**src/rtl/midi_uart_pkg.sv**
```systemverilog
package midi_uart_pkg;
  localparam int STAT_DSR_BIT = 7;
  localparam int STAT_DRR_BIT = 6;
  localparam int STAT_OVR_BIT = 0;
  localparam int FRAME_BITS   = 10;
  localparam logic REG_DATA   = 1'b0;
  localparam logic REG_STATUS = 1'b1;

  typedef enum logic [1:0] {
    RX_IDLE,
    RX_START,
    RX_DATA,
    RX_STOP
  } rx_state_t;
endpackage

```
**src/rtl/byte_fifo.sv**
```systemverilog
module byte_fifo #(
  parameter int W     = 8,
  parameter int DEPTH = 16
) (
  input  logic         clk,
  input  logic         rst,
  input  logic         push,
  input  logic         pop,
  input  logic         replace,
  input  logic [W-1:0] din,
  output logic [W-1:0] dout,
  output logic         empty,
  output logic         full
);
  localparam int AW = (DEPTH > 1) ? $clog2(DEPTH) : 1;
  localparam int CW = $clog2(DEPTH + 1);
  localparam logic [AW-1:0] LAST = AW'(DEPTH - 1);

  logic [W-1:0]  mem [DEPTH];
  logic [AW-1:0] wptr, rptr, wprev;
  logic [CW-1:0] cnt;
  logic          do_push, do_pop;

  assign empty   = (cnt == '0);
  assign full    = (cnt == CW'(DEPTH));
  assign do_pop  = pop & ~empty;
  assign do_push = push & (~full | do_pop);
  assign wprev   = (wptr == '0) ? LAST : wptr - AW'(1);
  assign dout    = mem[rptr];

  always_ff @(posedge clk) begin
    if (do_push)
      mem[wptr] <= din;
    else if (replace && !empty)
      mem[wprev] <= din;
  end

  always_ff @(posedge clk) begin
    if (rst) begin
      wptr <= '0;
      rptr <= '0;
      cnt  <= '0;
    end else begin
      if (do_push) wptr <= (wptr == LAST) ? '0 : wptr + AW'(1);
      if (do_pop)  rptr <= (rptr == LAST) ? '0 : rptr + AW'(1);
      case ({do_push, do_pop})
        2'b10:   cnt <= cnt + CW'(1);
        2'b01:   cnt <= cnt - CW'(1);
        default: cnt <= cnt;
      endcase
    end
  end
endmodule

```
**src/rtl/midi_tx.sv**
```systemverilog
module midi_tx
  import midi_uart_pkg::*;
#(
  parameter int CLK_DIV = 1600
) (
  input  logic       clk,
  input  logic       rst,
  input  logic       load,
  input  logic [7:0] din,
  output logic       ready,
  output logic       line
);
  localparam int DW = (CLK_DIV > 1) ? $clog2(CLK_DIV) : 1;
  localparam int IW = $clog2(FRAME_BITS);

  logic [FRAME_BITS-1:0] sh;
  logic [IW-1:0]         idx;
  logic [DW-1:0]         div;
  logic                  busy;

  assign ready = ~busy;

  always_ff @(posedge clk) begin
    if (rst) begin
      sh   <= '1;
      idx  <= '0;
      div  <= '0;
      busy <= 1'b0;
      line <= 1'b1;
    end else if (!busy) begin
      if (load) begin
        sh   <= {1'b1, din, 1'b0};
        line <= 1'b0;
        idx  <= '0;
        div  <= '0;
        busy <= 1'b1;
      end
    end else if (div == DW'(CLK_DIV - 1)) begin
      div <= '0;
      if (idx == IW'(FRAME_BITS - 1)) begin
        busy <= 1'b0;
        line <= 1'b1;
      end else begin
        idx  <= idx + IW'(1);
        sh   <= {1'b1, sh[FRAME_BITS-1:1]};
        line <= sh[1];
      end
    end else begin
      div <= div + DW'(1);
    end
  end
endmodule

```
**src/rtl/midi_rx.sv**
```systemverilog
module midi_rx
  import midi_uart_pkg::*;
#(
  parameter int CLK_DIV = 1600,
  parameter int OVS     = 16
) (
  input  logic       clk,
  input  logic       rst,
  input  logic       line_in,
  output logic       byte_valid,
  output logic [7:0] byte_out
);
  localparam int TICK_DIV = CLK_DIV / OVS;
  localparam int TW = (TICK_DIV > 1) ? $clog2(TICK_DIV) : 1;
  localparam int OW = (OVS > 1) ? $clog2(OVS) : 1;

  logic [1:0]    sync;
  logic          rxd, last, tick;
  logic [TW-1:0] tcnt;
  logic [OW-1:0] ocnt;
  logic [2:0]    bidx;
  rx_state_t     state;

  assign rxd  = sync[1];
  assign tick = (tcnt == TW'(TICK_DIV - 1));

  always_ff @(posedge clk) begin
    if (rst) begin
      sync <= 2'b11;
      tcnt <= '0;
    end else begin
      sync <= {sync[0], line_in};
      tcnt <= tick ? '0 : tcnt + TW'(1);
    end
  end

  always_ff @(posedge clk) begin
    if (rst) begin
      state      <= RX_IDLE;
      last       <= 1'b1;
      ocnt       <= '0;
      bidx       <= '0;
      byte_out   <= '0;
      byte_valid <= 1'b0;
    end else begin
      byte_valid <= 1'b0;
      if (tick) begin
        last <= rxd;
        case (state)
          RX_IDLE: begin
            if (last && !rxd) begin
              state <= RX_START;
              ocnt  <= '0;
            end
          end
          RX_START: begin
            if (ocnt == OW'(OVS / 2 - 1)) begin
              ocnt  <= '0;
              bidx  <= '0;
              state <= rxd ? RX_IDLE : RX_DATA;
            end else begin
              ocnt <= ocnt + OW'(1);
            end
          end
          RX_DATA: begin
            if (ocnt == OW'(OVS - 1)) begin
              ocnt     <= '0;
              byte_out <= {rxd, byte_out[7:1]};
              if (bidx == 3'd7) state <= RX_STOP;
              else bidx <= bidx + 3'd1;
            end else begin
              ocnt <= ocnt + OW'(1);
            end
          end
          RX_STOP: begin
            if (ocnt == OW'(OVS - 1)) begin
              ocnt       <= '0;
              byte_valid <= rxd;
              state      <= RX_IDLE;
            end else begin
              ocnt <= ocnt + OW'(1);
            end
          end
          default: state <= RX_IDLE;
        endcase
      end
    end
  end
endmodule

```
**src/rtl/midi_uart_port.sv**
```systemverilog
module midi_uart_port
  import midi_uart_pkg::*;
#(
  parameter int CLK_DIV = 1600,
  parameter int OVS     = 16,
  parameter int DEPTH   = 16
) (
  input  logic       clk,
  input  logic       rst,
  input  logic       addr,
  input  logic       wr_en,
  input  logic       rd_en,
  input  logic [7:0] wdata,
  output logic [7:0] rdata,
  input  logic       overwrite_mode,
  input  logic       hold,
  output logic       tx_line,
  input  logic       rx_line,
  output logic       irq
);
  // host decode
  logic wr_data, rd_data, rd_stat;
  assign wr_data = wr_en & (addr == REG_DATA);
  assign rd_data = rd_en & (addr == REG_DATA);
  assign rd_stat = rd_en & (addr == REG_STATUS);

  // hold register
  logic       hold_valid, hold_path, release_go;
  logic [7:0] hold_byte;
  assign hold_path = hold | hold_valid;

  // transmit path
  logic       tx_empty, tx_full, tx_ready, tx_pop, tx_push, tx_replace, tx_load;
  logic       host_src, src_valid, direct;
  logic [7:0] src_byte, tx_head, tx_ld_byte;
  logic       drr;

  assign host_src   = wr_data & ~hold_path;
  assign release_go = ~hold & hold_valid & ~wr_data & ~tx_full;
  assign src_valid  = host_src | release_go;
  assign src_byte   = release_go ? hold_byte : wdata;
  assign direct     = src_valid & tx_empty & tx_ready;
  assign tx_pop     = tx_ready & ~tx_empty & ~hold;
  assign tx_push    = src_valid & ~direct & (~tx_full | tx_pop);
  assign tx_replace = host_src & tx_full & ~tx_pop & overwrite_mode;
  assign tx_load    = direct | tx_pop;
  assign tx_ld_byte = direct ? src_byte : tx_head;
  assign drr        = hold_valid | (~overwrite_mode & tx_full);

  always_ff @(posedge clk) begin
    if (rst) begin
      hold_valid <= 1'b0;
      hold_byte  <= '0;
    end else if (wr_data && hold_path) begin
      hold_valid <= 1'b1;
      hold_byte  <= wdata;
    end else if (release_go) begin
      hold_valid <= 1'b0;
    end
  end

  byte_fifo #(.W(8), .DEPTH(DEPTH)) u_txq (
    .clk(clk), .rst(rst), .push(tx_push), .pop(tx_pop), .replace(tx_replace),
    .din(src_byte), .dout(tx_head), .empty(tx_empty), .full(tx_full)
  );

  midi_tx #(.CLK_DIV(CLK_DIV)) u_tx (
    .clk(clk), .rst(rst), .load(tx_load), .din(tx_ld_byte),
    .ready(tx_ready), .line(tx_line)
  );

  // receive path
  logic       rx_valid, rx_push, rx_pop, rx_empty, rx_full, ovr;
  logic [7:0] rx_byte, rx_head;

  assign rx_push = rx_valid & ~rx_full;
  assign rx_pop  = rd_data & ~rx_empty;

  midi_rx #(.CLK_DIV(CLK_DIV), .OVS(OVS)) u_rx (
    .clk(clk), .rst(rst), .line_in(rx_line),
    .byte_valid(rx_valid), .byte_out(rx_byte)
  );

  byte_fifo #(.W(8), .DEPTH(DEPTH)) u_rxq (
    .clk(clk), .rst(rst), .push(rx_push), .pop(rx_pop), .replace(1'b0),
    .din(rx_byte), .dout(rx_head), .empty(rx_empty), .full(rx_full)
  );

  // status and read data
  logic [7:0] status_word;
  always_comb begin
    status_word               = '0;
    status_word[STAT_DSR_BIT] = rx_empty;
    status_word[STAT_DRR_BIT] = drr;
    status_word[STAT_OVR_BIT] = ovr;
  end

  always_ff @(posedge clk) begin
    if (rst) begin
      ovr   <= 1'b0;
      rdata <= '0;
      irq   <= 1'b0;
    end else begin
      irq <= ~rx_empty;
      if (rx_valid && rx_full) ovr <= 1'b1;
      else if (rd_stat)        ovr <= 1'b0;
      if (rd_stat)      rdata <= status_word;
      else if (rd_data) rdata <= rx_empty ? 8'h00 : rx_head;
    end
  end
endmodule

```
**config.mk**
```make
export PLATFORM = sky130hd
export DESIGN_NAME = midi_uart_port
export DESIGN_NICKNAME = d
export VERILOG_FILES = /design/src/rtl/midi_uart_pkg.sv /design/src/rtl/byte_fifo.sv /design/src/rtl/midi_tx.sv /design/src/rtl/midi_rx.sv /design/src/rtl/midi_uart_port.sv
export SDC_FILE = /design/constraint.sdc
export NUM_CORES = 1
export LEC_CHECK = 0
export ABC_CLOCK_PERIOD_IN_PS = 4100
export BUFFER_PORTS_ARGS = -buffer_cell sky130_fd_sc_hd__buf_4
export CORE_MARGIN = 10
export CORE_UTILIZATION = 30
export CTS_CLUSTER_SIZE = 25
export DETAILED_ROUTE_END_ITERATION = 8
export PLACE_DENSITY = 0.54
export SLEW_MARGIN = 20
export SYNTH_ARGS = -nofsm -noshare
export SYNTH_HDL_FRONTEND = slang
export SYNTH_HIERARCHICAL = 1
export SYNTH_SLANG_ARGS = --single-unit
```
**constraint.sdc**
```tcl
create_clock -name clk -period 4.1 [get_ports clk]
set_input_delay 0.82 -clock clk [delete_from_list [all_inputs] [get_ports clk]]
set_output_delay 0.82 -clock clk [all_outputs]
set_load 0.05 [all_outputs]
```
# --- Word level (Yosys, flattened, before mapping) ---
# Memory sizes are Yosys's and may differ from the RTL's. A register that Yosys moved wholly into a read port is not among the register bits.
# Cells that the tools add are included.
totals:
  reg_bits: 100
  ram_bits: 256
  in_bits: 16
  wordCells: 205
  n_memories: 2
mem_list:
  columns: ["memory", "words", "word_bits", "rd", "rd_ports_with_merged_regs", "wr", "line_no", "text"]
  rows:
  - ["u_rxq.mem", 16, 8, 1, 1, 1, "byte_fifo.sv:19", "logic [W-1:0] mem [DEPTH];"]
  - ["u_txq.mem", 16, 8, 1, 1, 1, "byte_fifo.sv:19", null]
op_classes:
  add_sub_neg: 14
  eq_ne: 27
  n_mux: 64
  n_bitwise: 45
  reduce_logical: 28
ops:
  columns: ["op", "count"]
  rows:
  - ["4-bit 2-to-1 mux", 17]
  - ["8-bit 2-to-1 mux", 6]
  - ["10-bit 2-to-1 mux", 4]
  - ["11-bit 2-to-1 mux", 3]
  - ["4-bit by 1-bit adder with 4-bit output (second input constant)", 6]
  - ["4-bit equality test (second input constant)", 6]
  - ["1-bit AND", 23]
  - ["1-bit 2-to-1 mux", 20]
  - ["5-bit one-hot mux with 2 select lines", 2]
  - ["1-bit inverter", 15]
  - ["2-bit nonzero test", 7]
  - ["2-bit 2-to-1 mux", 6]
  - ["4-bit one-hot mux with 3 select lines", 1]
  - ["11-bit by 1-bit adder with 11-bit output (second input constant)", 1]
  - ["11-bit equality test (second input constant)", 1]
  - ["5-bit by 1-bit adder with 5-bit output (second input constant)", 2]
  - ["5-bit equality test (second input constant)", 2]
  - ["5-bit zero test", 2]
  - ["2-bit by 1-bit != test with 1-bit output (second input constant)", 5]
  - ["5-bit by 1-bit subtractor with 5-bit output (second input constant)", 2]
  - ["3-bit 2-to-1 mux", 3]
  - ["2-bit equality test (second input constant)", 4]
  - ["2-bit one-hot mux with 4 select lines", 1]
  - ["8-bit OR reduction", 1]
  - ["20 further kinds", 38]

# --- Logic depth before layout (Yosys ltp) ---
logic_depth:
  depth_word: 16
  depth_mapped: 15
  mapped_depth_nobuf: 14

# --- Modules after synthesis ---
# Netlist, hierarchy kept.
modules_own_cells:
  columns: ["mod", "instances", "cells_each", "area_per_inst_um2", "seq_area_each_um2"]
  rows:
  - ["byte_fifo", 2, 315, 5972.0, 4184.0]
  - ["midi_tx", 1, 160, 1345.0, 500.5]
  - ["midi_rx", 1, 134, 1244.9, 560.5]
  - ["midi_uart_port", 1, 117, 1001.0, 380.4]

# --- Least setup slack after synthesis ---
# Ideal clock, no wire load.
synth_timing:
  path_type: "input port to flip-flop"
  startpoint: "input hold"
  endpoint: "memory u_txq.mem[10][0] (enable)"
  setup_time_ns: 0.383
  arrival_ns: 3.417
  required_time_ns: 3.717
  setup_slack_ns: 0.299
  cell_stages: 10
  path_cell_list: "clkbuf_1 nor3b_1 nor2_1 a211o_1 a21oi_1 o21a_1 buf_6 o21ai_1 o21a_1 nor3_1"
synth_between:
  word_cells_on_any_way: 31
  classes_between: "mux (7); bitwise (22); reduce/logical (2)"
synth_rtl:
  columns: ["item", "line_no", "text"]
  rows:
  - ["start: declaration", "midi_uart_port.sv:16", "input logic hold,"]
  - ["1-bit inverter (*)", "midi_uart_port.sv:43", "assign tx_pop = tx_ready & ~tx_empty & ~hold;"]
  - ["1-bit AND (*)", "midi_uart_port.sv:43", null]
  - ["via tx_pop", "midi_uart_port.sv:33", "logic tx_empty, tx_full, tx_ready, tx_pop, tx_push, tx_replace, tx_load;"]
  - ["1-bit OR (*)", "midi_uart_port.sv:44", "assign tx_push = src_valid & ~direct & (~tx_full | tx_pop);"]
  - ["1-bit AND (*)", "midi_uart_port.sv:44", null]
  - ["via tx_push", "midi_uart_port.sv:33", null]
  - ["1-bit AND (*)", "byte_fifo.sv:27", "assign do_push = push & (~full | do_pop);"]
  - ["1-bit 2-to-1 mux", "byte_fifo.sv:32", "if (do_push)"]
  - ["1-bit 2-to-1 mux (not written as such)", "byte_fifo.sv:35", "mem[wprev] <= din;"]
  - ["8-bit OR reduction (no line)", null, null]
  - ["4-bit 2-to-1 mux (no line) or 1-bit 2-to-1 mux (tied branches)", null, null]
  - ["end: declaration", "byte_fifo.sv:19", null]
# The timed path passes the listed nets; every way through them passes the cells marked *.

# --- Worst setup path in the final report ---
layout_timing:
  startpoint: "register u_txq.cnt[0]"
  endpoint: "register u_txq.cnt[4]"
layout_between:
  elab_chain_cells: 12
  word_cells_on_any_way: 23
  classes_between: "add/sub (2); eq/ne (3); mux (1); bitwise (15); reduce/logical (2)"
layout_lines:
  columns: ["item", "line_no", "text"]
  rows:
  - ["start: declaration", "byte_fifo.sv:21", "logic [CW-1:0] cnt;"]
  - ["start signal: assignment", "byte_fifo.sv:47", "2'b10: cnt <= cnt + CW'(1);"]
  - ["start signal: assignment", "byte_fifo.sv:48", "2'b01: cnt <= cnt - CW'(1);"]
  - ["start signal: assignment", "byte_fifo.sv:49", "default: cnt <= cnt;"]
  - ["5-bit equality test (*)", "byte_fifo.sv:25", "assign full = (cnt == CW'(DEPTH));"]
  - ["via tx_full", "midi_uart_port.sv:33", null]
  - ["1-bit inverter (*)", "midi_uart_port.sv:39, midi_uart_port.sv:44", null]
  - ["1-bit AND", "midi_uart_port.sv:39", "assign release_go = ~hold & hold_valid & ~wr_data & ~tx_full;"]
  - ["1-bit OR", "midi_uart_port.sv:40", "assign src_valid = host_src | release_go;"]
  - ["1-bit AND (2 in a row)", "midi_uart_port.sv:42", "assign direct = src_valid & tx_empty & tx_ready;"]
  - ["1-bit inverter", "midi_uart_port.sv:44", null]
  - ["1-bit AND", "midi_uart_port.sv:44", null]
  - ["1-bit AND (*)", "midi_uart_port.sv:44", null]
  - ["via tx_push", "midi_uart_port.sv:33", null]
  - ["1-bit AND (*)", "byte_fifo.sv:27", null]
  - ["2-bit by 1-bit equality test with 1-bit output or 2-bit equality test (tied branches)", "byte_fifo.sv:46", "case ({do_push, do_pop})"]
  - ["5-bit one-hot mux with 2 select lines or 2-bit nonzero test (tied branches)", null, null]
# Marks and branches as above.
# A chain may end at the register's enable or synchronous reset.

==> results.ini <==
[setup_path]
start_kind = register
path_cells = or4_1, nor2_1, inv_1, nor2_1, a211o_1, a21oi_1, buf_4, nor2_1, inv_1, fa_1, nor2b_1, o21ai_0, a32oi_1, mux2_2
end_kind = register
crit_family = simple AND/OR/NAND/NOR gates
path_class = register to register
path_buf_inv = 3
worstPathRequired_ns = 4.55
slowest_stage = or4_1
crit_arrival_ns = 4.23
crit_fanout = 9
cp_slowest_stage_delay_ns = 0.73
crit_top_cell = nor2_1

[min_path]
hold_class = register to register

[finish]
nets = 1144
area_delta_synth_final_pct = 15.9
drive_gt1_share_pct = 25.2
fin_util_pct = 35.1

[detailed_routing]
totalWireLength_um = 33900
vias = 8924
firstDrtPassIters = 5
drt_iter0_markers = 562
wl_per_cell_um = 18.6
viasPerCell = 4.90
drtAntennaViolNets = 0
drc = 0

[logic_synthesis]
yosys.area.top_type = edfxtp_1
ys.flop_type = edfxtp_1
synth_seq_cells = 362
synth_most_common_cell = edfxtp_1
synthCells = 1041
yosys-top-cells-count = 256 x edfxtp_1, 106 x dfxtp_1, 80 x mux4_2
synth_area_leaders = edfxtp_1 49%, dfxtp_1 14%, mux4_2 12%
ys.warnings.count = 6
yosysSeqAreaShare_pct = 63.1
netlist_area_um2 = 15500
syn_nets = 1078
synth.distinct_cells = 75
synth_edf_count = 256
post_synth.cell_area_avg_um2 = 14.9
synth.top_cell.area_share_pct = 49.5
async_flop_share_pct = 0

[global_routing]
grt_pass1_wl_um = 54000
track_usage_pct = 11.3
grt_pass1_vias = 9142
overflow = 0
antenna_found_initial = 1
grt_max_degree = 63

[sta]
grt_setup_unrepaired = no
period_share_pct = 92.2
hold_viol = 0
tns_ns = 0
maxSlewViolCount = 0
fin_crit_ns = 3.78
max_freq_ghz = 0.265
clock_skew_ns = 0.0255
setup_viol = 0
slew_headroom_pct = 29.8
tightest_slew_ns = 1.05

[job]
maxCapViolations = 0

[placement]
dp.final_hpwl_um = 22700
place_congestion = 0.759
io_buffers = 25

[clock_tree]
post_cts_resized = 0
cts_htree_levels = 2
cts_made_buffers = 40
clock_path_buffers = 3
cts_tree = built
clockRootBuffer = clkbuf_16
cts_setup_buffers = 0
clkTransAtPathRegs_ns = 0.06
insertion_delay_ns = 0.56
hold_buffers = 0
clock_sinks = 362

[floorplan]
dieArea_um2 = 61300
io_pins = 26
die_y_um = 248
die_w_um = 248
initial_core_util_pct = 30.3
coreArea_um2 = 51300
num_rows = 83

[power_and_ir_drop]
power.density_nw_per_um2 = 427
ir_drop_mv = 0.320
p_leak_nw = 5.74
p_total_mw = 7.68

[outcome]
status = complete, no violations

through the flow:
step | setup slack, ns | cell area [µm²] | cells | hold WS (ns)
after detailed placement | 0.396 | 16700 | 1745 | 0.401
after CTS | 0.372 | 18000 | 1819 | 0.414
final | 0.321 | 18000 | 1820 | 0.411
after global routing | 0.0436 | 18000 | 1819 | 0.433
after global placement | 0.489 | 16700 | 1745 | 0.402
after floorplan | 0.299 | 15500 | 1041 | 0.389
registers in the layout, summed over array words and instances (netlist names), 7 cells and up, named ones only:
register       cells
rdata              8
u_txq/mem        128
u_rxq/mem        128
u_rx/tcnt          7
u_tx/div          11
hold_byte          8
u_tx/sh            8
u_rx/byte_out      8
cell families after synthesis:
logic type,Yosys count,share of synthesized area [%]
simple gates,264,9.23
flops,362,63.1
other cells,1,0.0241
compound gates,175,8.16
buf+inv,81,2.30
fa+ha+maj,21,1.79
mux,121,14.4
xor+xnor,16,0.902
power breakdown:
group / internal (mW) / total [mW] / switching, mW
Combinational: 0.0817 / 0.244 / 0.162
Sequential: 3.91 / 3.93 / 0.0165
Clock: 2.03 / 3.50 / 1.48
final timing paths:
kind	slack, ns	cells past startpoint	startpoint	to
min	0.41	1	u_rx/sync[0]	u_rx/sync[1]
max reg2reg	0.32	14	u_txq/cnt[0]	u_txq/cnt[4]
max	0.32	14	u_txq/cnt[0]	u_txq/cnt[4]
min reg2reg	0.41	1	u_rx/sync[0]	u_rx/sync[1]
routing by layer:
metal,routed length (µm),global-route usage [%],up-vias
met5,0,0,-
met4,750,3.46,0
met3,1360,2.25,49
met2,16400,18.5,152
met1,15400,14.8,4511
li1,-,-,4212
worst reg2reg max path, delay by kind of cell (launching register included):
kind            cells  cell delay [ns]
simple gates        5             1.67
compound gates      4             0.49
fa+ha+maj           1             0.42
buf+inv             3             0.39
mux                 1             0.35
flops               1             0.34
cell usage in the layout, fill, tap and decap left out, drive strengths merged, types with 5 or more instances in the layout:
cell type / netlist / routed
nor2b: 14 / 14
nor2: 72 / 72
nor3: 37 / 37
or4: 7 / 7
buf: 24 / 76
ha: 19 / 19
a311oi: 5 / 5
mux4: 80 / 80
a21oi: 50 / 50
o31ai: 8 / 8
nand3: 18 / 18
inv: 29 / 31
clkinv: 0 / 21
a211oi: 11 / 11
dfxtp: 106 / 106
xnor2: 10 / 10
or3: 5 / 5
mux2i: 15 / 15
o21ai: 44 / 44
mux2: 26 / 26
a31oi: 14 / 14
o21a: 9 / 9
clkbuf: 28 / 44
nand2: 53 / 53
nand2b: 12 / 12
o211ai: 10 / 10
or4b: 5 / 5
or2: 6 / 6
edfxtp: 256 / 256
xor2: 6 / 6
nand4: 10 / 10
cell type report:
type,instances,area [µm²]
repair buffers,76,571
multi-input cells,598,5370
inverters,29,109
flip-flops and latches,362,9810
well taps,680,851
fillers,4920,33300
clock buffers,44,1040
clock inverters,30,249
diodes,1,2.50
(Power assumes the default switching activity.)
